`src/rtl/mrg_pkg.sv`:
```
package mrg_pkg;
  localparam int CTL_SEL_BIT = 12;
  localparam int CTL_EN_BIT  = 13;
  localparam int GLB_CSEL    = 0;
  localparam int GLB_CEN     = 1;
  localparam int GLB_BYP     = 2;

  // masked half-word update: upper half enables lower half bit by bit
  function automatic logic [15:0] masked_write(input logic [15:0] old_v,
                                               input logic [31:0] wr);
    return (old_v & ~wr[31:16]) | (wr[15:0] & wr[31:16]);
  endfunction

  // inclusive block range test
  function automatic logic mb_in_range(input logic [15:0] mb,
                                       input logic [15:0] lo,
                                       input logic [15:0] hi);
    return (mb >= lo) && (mb <= hi);
  endfunction
endpackage

```
`src/rtl/mrg_cfg_regs.sv`:
```
module mrg_cfg_regs #(
  parameter int N_RGN     = 8,
  parameter int MB_W      = 12,
  parameter int NUM_REGS  = 2*N_RGN+1,
  parameter int REG_IDX_W = $clog2(NUM_REGS)
) (
  input  logic                           clk,
  input  logic                           rst_n,
  input  logic                           cfg_we,
  input  logic [REG_IDX_W-1:0]           cfg_idx,
  input  logic [31:0]                    cfg_wdata,
  output logic [N_RGN-1:0][MB_W-1:0]     rgn_lo,
  output logic [N_RGN-1:0][MB_W-1:0]     rgn_hi,
  output logic [N_RGN-1:0]               rgn_on,
  output logic                           catch_on,
  output logic                           bypass
);
  import mrg_pkg::*;
  localparam int GLB_IDX = 2*N_RGN;
  localparam logic [15:0] GLB_RST = 16'(1) << GLB_BYP;

  logic [NUM_REGS-1:0][15:0] regs;

  for (genvar k = 0; k < NUM_REGS; k++) begin : g_reg
    localparam logic [15:0] RST_V = (k == GLB_IDX) ? GLB_RST : 16'h0;
    always_ff @(posedge clk) begin
      if (!rst_n)
        regs[k] <= RST_V;
      else if (cfg_we && cfg_idx == REG_IDX_W'(k))
        regs[k] <= masked_write(regs[k], cfg_wdata);
    end
  end

  for (genvar n = 0; n < N_RGN; n++) begin : g_fld
    assign rgn_lo[n] = regs[2*n][MB_W-1:0];
    assign rgn_hi[n] = regs[2*n+1][MB_W-1:0];
    assign rgn_on[n] = regs[2*n][CTL_SEL_BIT] & regs[2*n][CTL_EN_BIT];
  end

  assign catch_on = regs[GLB_IDX][GLB_CSEL] & regs[GLB_IDX][GLB_CEN];
  assign bypass   = regs[GLB_IDX][GLB_BYP];

  logic wr_in_map;
  assign wr_in_map = cfg_we && (32'(cfg_idx) < NUM_REGS);

  assert_mask_holds_R6: assert property (@(posedge clk) disable iff (!rst_n)
    wr_in_map |=> (((regs[$past(cfg_idx)] ^ $past(regs[cfg_idx]))
                     & ~$past(cfg_wdata[31:16])) == 16'h0));

  assert_outside_map_ignored_R13: assert property (@(posedge clk) disable iff (!rst_n)
    (cfg_we && !wr_in_map) |=> $stable(regs));
endmodule

```
`src/rtl/mrg_region_match.sv`:
```
module mrg_region_match #(
  parameter int N_RGN = 8,
  parameter int MB_W  = 12
) (
  input  logic [MB_W-1:0]              mb,
  input  logic [N_RGN-1:0][MB_W-1:0]   rgn_lo,
  input  logic [N_RGN-1:0][MB_W-1:0]   rgn_hi,
  input  logic [N_RGN-1:0]             rgn_on,
  output logic [N_RGN-1:0]             hit
);
  import mrg_pkg::*;
  for (genvar n = 0; n < N_RGN; n++) begin : g_cmp
    assign hit[n] = rgn_on[n] &&
                    mb_in_range(16'(mb), 16'(rgn_lo[n]), 16'(rgn_hi[n]));
  end
endmodule

```
`src/rtl/mem_region_guard.sv`:
```
module mem_region_guard #(
  parameter int N_RGN    = 8,
  parameter int ADDR_W   = 32,
  parameter int MB_SHIFT = 20
) (
  input  logic                 clk,
  input  logic                 rst_n,
  input  logic                 cfg_we,
  input  logic [4:0]           cfg_idx,
  input  logic [31:0]          cfg_wdata,
  input  logic [ADDR_W-1:0]    chk_addr,
  input  logic                 chk_secure,
  output logic                 chk_allow
);
  localparam int MB_W = ADDR_W - MB_SHIFT;

  logic [N_RGN-1:0][MB_W-1:0] rgn_lo, rgn_hi;
  logic [N_RGN-1:0]           rgn_on, hit;
  logic                       catch_on, bypass;
  logic                       any_hit, deny_now;
  logic [MB_W-1:0]            mb;

  mrg_cfg_regs #(.N_RGN(N_RGN), .MB_W(MB_W), .REG_IDX_W(5)) i_cfg (
    .clk(clk), .rst_n(rst_n), .cfg_we(cfg_we), .cfg_idx(cfg_idx),
    .cfg_wdata(cfg_wdata), .rgn_lo(rgn_lo), .rgn_hi(rgn_hi),
    .rgn_on(rgn_on), .catch_on(catch_on), .bypass(bypass)
  );

  assign mb = chk_addr[ADDR_W-1:MB_SHIFT];

  mrg_region_match #(.N_RGN(N_RGN), .MB_W(MB_W)) i_match (
    .mb(mb), .rgn_lo(rgn_lo), .rgn_hi(rgn_hi), .rgn_on(rgn_on), .hit(hit)
  );

  assign any_hit  = |hit;
  // catch-all covers what no protecting window covers; a window hit denies anyway
  assign deny_now = !chk_secure && !bypass && (any_hit || catch_on);

  always_ff @(posedge clk) begin
    if (!rst_n) chk_allow <= 1'b1;
    else        chk_allow <= !deny_now;
  end

  assert_secure_allowed_R8: assert property (@(posedge clk) disable iff (!rst_n)
    chk_secure |=> chk_allow);

  assert_bypass_allows_R7: assert property (@(posedge clk) disable iff (!rst_n)
    bypass |=> chk_allow);

  assert_deny_needs_cover_R10: assert property (@(posedge clk) disable iff (!rst_n)
    (!any_hit && !catch_on) |=> chk_allow);

  assert_hit_denies_R9: assert property (@(posedge clk) disable iff (!rst_n)
    (any_hit && !bypass && !chk_secure) |=> !chk_allow);
endmodule

```
`config.mk`:
```
export PLATFORM = sky130hd
export DESIGN_NAME = mem_region_guard
export DESIGN_NICKNAME = d
export VERILOG_FILES = /design/src/rtl/mrg_pkg.sv /design/src/rtl/mrg_cfg_regs.sv /design/src/rtl/mrg_region_match.sv /design/src/rtl/mem_region_guard.sv
export SDC_FILE = /design/constraint.sdc
export NUM_CORES = 1
export LEC_CHECK = 0
export BUFFER_PORTS_ARGS = -buffer_cell sky130_fd_sc_hd__buf_2
export CAP_MARGIN = 40
export CORE_MARGIN = 2
export CORE_UTILIZATION = 50
export CTS_CLUSTER_SIZE = 28
export DETAILED_ROUTE_END_ITERATION = 8
export GPL_TIMING_DRIVEN = 1
export PLACE_DENSITY_LB_ADDON = 0.2
export SETUP_SLACK_MARGIN = 0.2
export SKIP_CTS_REPAIR_TIMING = 1
export SYNTH_ARGS = -nofsm -noshare
export SYNTH_HDL_FRONTEND = slang
export SYNTH_SLANG_ARGS = --single-unit
```
`constraint.sdc`:
```
create_clock -name clk -period 2.9 [get_ports clk]
set_input_delay 0.58 -clock clk [delete_from_list [all_inputs] [get_ports clk]]
set_output_delay 0.58 -clock clk [all_outputs]
set_load 0.05 [all_outputs]
```
==> flow_summary.yaml, run 1 <==
run_status:
  status: "completed"
synth:
  synth_flop_cell: "dfxtp_1"
  yosys-top-cells-area: "dfxtp_1 (31%), ha_1 (17%), nand2_1 (12%), a21boi_1 (10%), nand3_1 (7.8%)"
  synth-edff-count: 0
  syn_area_per_cell_um2: 7.559
  yosysTopAreaCellShare_pct: 30.82
  yosysSeqAreaShare_pct: 30.82
  ys_ff_latch: 212
  syn_area_um2: 13770
  synth_cells: 1822
  synth_fa_ha_area_share_pct: 17.44
  synth_compound_area_share_pct: 17.54
  muxShareOfSynthArea_pct: 1.599
  synth_simple_gate_area_share_pct: 24.67
  synth_top_family_by_area: "simple AND/OR/NAND/NOR gates"
  synthArstFlopShare_pct: 0
  synth-xor-area-share_pct: 0
  yosysTopAreaCell: "dfxtp_1"
  yosysWarnings: 0
  syn_nets: 2087
  ys_types: 44
cts:
  insertion_delay_ps: 520
  cts_htree_levels: 1
  cts_buffers: 25
  path_clk_slew_ps: 60
  cts_sinks: 212
  clk_path_buf_depth: 3
  cts_root_buffer: "clkbuf_16"
  cts_tree: "yes"
run:
  maxCapViolations: 0
routing:
  drt-total-wl_um: 40690
  dr.pass1.iters: 6
  ant_nets: 0
  wire_per_inst_um: 18.54
  drt_iter0_drc: 857
  route.detailed.drc: 0
  vias_per_cell: 5.712
  vias: 12540
grt:
  track_usage_pct: 28.57
  antenna_found_initial: 3
  grt-ovfl-total: 0
  grt_pass1_vias: 11910
  grt_max_degree: 73
  grt_pass1_wl_um: 64350
setup_path:
  crit_arrival_ps: 2830
  crit_chain: "inv_1, ha_1, a21o_1, nand3_1, a21oi_1, buf_4, a2111o_1, a221oi_1, or4_1, o211ai_2"
  critPathCaptureType: "flop"
  path_depth: 10
  crit_end: "chk_allow"
  rr_endpoint: "chk_allow"
  cp_num_buf_inv: 2
  cp_slowest_cell: "a2111o_1"
  critPathKind: "reg -> reg"
  crit_path_max_incr_delay_ps: 440
  crit_family: "compound AO/OA/AOI/OAI gates"
  cp-start-kind: "flop"
  reg2reg_slack_ps: 470
  rr_worst_depth: 10
  critical_path.max_fanout: 2
  required_ps: 3300
die:
  io_pins: 74
  die_h_um: 170.0
  row_count: 60
  die-area_um2: 28890
  start_util_pct: 50.96
  coreArea_um2: 27030
  die_width_um: 170.0
place:
  placed_area_um2: 14520
  hpwlAfterDp_um: 28510
  dp.cells: 2150
  globalplace.congestion: 0.8653
  io_buffers: 49
cells_and_area:
  seq_area_um2: 4244
  drive_above_1_share_pct: 8.162
  final_cell_mix: "nand2_1 (425), nand3_1 (214), dfxtp_1 (212), ha_1 (191), a21boi_1 (187)"
  finalNetCount: 2101
  fin_cells: 2195
  nFillCells: 2496
  area_growth_syn_to_layout_pct: 11.08
  multi_input_area_um2: 8478
  final_common_cell: "nand2_1"
  design_area_um2: 15300
sta:
  fin_skew_ps: 9.744
  period_share_pct: 83.91
  tightest_slew_ps: 731.1
  setup_viol: 0
  slew-limit-headroom_pct: 51.26
  fin_crit_ps: 2433
  hold_violations: 0
  grt_setup_unrepaired: "no"
  fmax_mhz: 410.9
  finalMaxSlewViolations: 0
pwr:
  peakVddDrop_mv: 0.3328
  p_per_area_nw_per_um2: 442.0
  p_leak_nw: 5.372
hold_path:
  hold_class: "in -> reg"
-- cells by family after synthesis --
family	Yosys count
simple gates	769
compound gates	336
buf+inv	291
flops	212
fa+ha+maj	192
mux	22
-- worst min-delay path by stage --
stage / startpoint / to / slack [ps] / depth (start not counted)
floorplan: flop / flop / 430 / 2
global placement: flop / flop / 440 / 2
detailed placement: flop / flop / 440 / 2
CTS: chk_secure / chk_allow / 310 / 3
global route: chk_secure / chk_allow / 330 / 3
finish: chk_secure / chk_allow / 340 / 3
-- worst min-delay path, stage by stage --
cell	delay, ps
buf_2	130
nor2_1	60
o211ai_2	60
-- power by group --
part | internal, mW | switching, mW
Sequential | 2.92 | 0.00598
Clock | 1.78 | 1.24
Combinational | 0.287 | 0.523
Total | 5.00 | 1.77
-- cell usage after synthesis, types with 2 or more instances --
master	instances
a221oi_1	2
o31a_1	2
nor2_1	39
nand4_1	33
nand3_1	214
nand2_1	425
inv_1	179
o21ai_1	2
o2111ai_1	3
a21boi_0	8
o41ai_1	2
o21ai_0	12
mux2i_1	22
buf_1	5
and4_1	3
nand2b_1	7
a211oi_1	7
a2111oi_0	3
and2_1	5
o31ai_1	3
a21boi_1	187
nand3b_1	2
o211ai_1	3
a21o_1	27
a2111o_1	4
ha_1	192
dfxtp_1	212
or4_1	3
a21oi_1	60
clkbuf_1	107
nor3_1	5
nor2b_1	31
o22ai_1	2
-- metal layers --
metal / vias to the layer above / global-route usage [%] / wire length, um / share of wire [%]
li1: 6174 / - / - / -
met1: 5910 / 36.27 / 17530 / 43
met2: 363 / 48.68 / 18900 / 46
met3: 90 / 3.628 / 2361 / 5.8
met4: 0 / 12.52 / 1906 / 4.7
met5: - / 0 / 0 / 0
-- metrics by stage --
stage                     total power [mW]  utilization, %  worst slack [ps]  TNS [ps]  hold slack (ps)
after floorplan                      3.455               -             215.5         0            431.9
final                                6.762           56.61             466.5         0            340.1
after global routing                 6.990           56.60             361.6         0            334.1
after global placement               3.770           53.74            -32.70    -32.70            440.4
after CTS                            6.811           56.57             484.0         0            311.5
after detailed placement             3.791           53.74            -50.09    -50.09            445.0
-- layout make-up --
| cell class | instances | area share (%) |
|---|---|---|
| Sequential cell | 212 | 27.74 |
| Multi-Input combinational cell | 1319 | 55.42 |
| Antenna cell | 4 | 0.06543 |
| Timing Repair Buffer | 99 | 4.564 |
| Clock buffer | 37 | 4.711 |
| Clock inverter | 4 | 0.2944 |
| Inverter | 179 | 4.416 |
| Tap cell | 341 | 2.789 |
Note: power is estimated with default switching activity, not from simulation.
==> run 2, diff against run 1 <==
==> constraint.sdc (replaced) <==
create_clock -name clk -period 2.4 [get_ports clk]
set_input_delay 0.48 -clock clk [delete_from_list [all_inputs] [get_ports clk]]
set_output_delay 0.48 -clock clk [all_outputs]
set_load 0.05 [all_outputs]
==> flow_summary.yaml, run 2 (synthesized netlist as in run 1, its figures left out) <==
run_status:
  status: "completed"
grt:
  track_usage_pct: 27.45
  grt_pass1_vias: 11890
  grt_pass1_wl_um: 62510
  antenna_found_initial: 8
  grt_max_degree: 59
  grt-ovfl-total: 0
pwr:
  peakVddDrop_mv: 0.6226
  p_per_area_nw_per_um2: 517.3
  p_leak_nw: 5.736
  totalPowerFinal_mw: 8.219
cts:
  cts_root_buffer: "clkbuf_16"
  clk_path_buf_depth: 3
  path_clk_slew_ps: 60
  insertion_delay_ps: 530
  cts_sinks: 212
  cts_buffers: 25
  cts_tree: "yes"
  cts_htree_levels: 1
setup_path:
  crit_family: "compound AO/OA/AOI/OAI gates"
  crit_chain: "buf_4, clkinvlp_4, buf_4, ha_4, nand2b_4, a2111oi_4, o22ai_1, o311ai_1, a2bb2oi_1, or4_1, o211ai_2"
  crit_arrival_ps: 2780
  reg2reg_slack_ps: 110
  rr_worst_depth: 8
  crit_path_frequent_cell: "buf_4"
  critPathKind: "in -> reg"
  critical_path.max_fanout: 5
  cp_num_buf_inv: 3
  rr_endpoint: "chk_allow"
  crit_path_max_incr_delay_ps: 490
  critPathCaptureType: "flop"
  path_depth: 11
  cp_slowest_cell: "or4_1"
  required_ps: 2860
  cp-start-kind: "primary input"
place:
  io_buffers: 49
  dp.cells: 2218
  globalplace.congestion: 0.8896
  pre_cts_slack_ps: -502.8
  hpwlAfterDp_um: 28320
  placed_area_um2: 14990
routing:
  route.detailed.drc: 0
  ant_nets: 0
  vias: 12650
  vias_per_cell: 5.559
  wire_per_inst_um: 17.27
  drt-total-wl_um: 39290
  dr.pass1.iters: 5
  drt_iter0_drc: 933
run:
  maxCapViolations: 0
die:
  die_h_um: 170.0
  coreArea_um2: 27030
  io_pins: 74
  die_width_um: 170.0
  row_count: 60
  start_util_pct: 50.96
  die-area_um2: 28890
cells_and_area:
  final_common_cell: "nand2_1"
  area_growth_syn_to_layout_pct: 15.36
  fin_cells: 2275
  fin_util_pct: 58.79
  final_cell_mix: "nand2_1 (425), nand3_1 (214), dfxtp_1 (210), ha_1 (191), a21boi_1 (188)"
  design_area_um2: 15890
  drive_above_1_share_pct: 12.14
  finalNetCount: 2176
sta:
  setup_tns_ps: 0
  finalMaxSlewViolations: 0
  slew-limit-headroom_pct: 49.14
  hold_violations: 0
  grt_setup_unrepaired: "yes"
  setup_viol: 0
  fmax_mhz: 431.1
  tightest_slew_ps: 762.9
  setup_slack_ps: 80.58
  fin_crit_ps: 2319
  hold_ws_ps: 229.2
  period_share_pct: 96.64
  fin_skew_ps: 15.78
hold_path:
  hold_class: "in -> reg"
  min_from: "chk_secure"
  min_path_cells: 3
  worst_hold_path.endpoint: "chk_allow"
[run 2: cell count changes in the layout (fill, tap and decap cells not counted), moves of 2 or more]
cell | before | now
a2111oi_0 | 3 | 0
buf_12 | 6 | 3
clkinvlp_4 | 1 | 3
nor2_2 | 12 | 10
nor2_1 | 27 | 29
diode_2 | 4 | 7
a2111oi_1 | 0 | 3
buf_4 | 45 | 123
clkinv_2 | 3 | 6
dfxtp_2 | 0 | 2
dfxtp_1 | 212 | 210
[run 2: final cells by class]
| cell class | count | area, um2 |
|---|---|---|
| Tap cell | 341 | 426.7 |
| Sequential cell | 212 | 4247 |
| Antenna cell | 7 | 17.52 |
| Timing Repair inverter | 1 | 7.507 |
| Clock buffer | 35 | 703.2 |
| Timing Repair Buffer | 173 | 1219 |
| Inverter | 179 | 675.6 |
| Clock inverter | 8 | 67.56 |
| Multi-Input combinational cell | 1319 | 8524 |
| Fill cell | 2501 | 11140 |
[run 2: tightest hold or removal path, stage by stage]
cell and delay (ps):
buf_2 120, nor2_1 60, o211ai_2 60
[run 2: worst max path at each step]
stage                 startpoint         to
floorplan           chk_addr[20]  chk_allow
global placement    chk_addr[20]  chk_allow
detailed placement  chk_addr[20]  chk_allow
CTS                         flop  chk_allow
global route        chk_addr[20]  chk_allow
finish              chk_addr[20]  chk_allow
[run 2: report_power, final]
part           leakage [nW]  total [mW]  switching [mW]  internal (mW)
sequential             1.71        3.54         0.00713           3.53
clock                 0.382        3.64            1.51           2.13
combinational          3.65        1.03           0.625          0.408
[run 2: per-layer routing]
layer  vias up  GRT usage, %  wire (um)
met3       104         3.023       1786
li1       6315             -          -
met1      5931         34.14      16900
met5         -             0          0
met4         0         13.90       2261
met2       297         47.13      18340
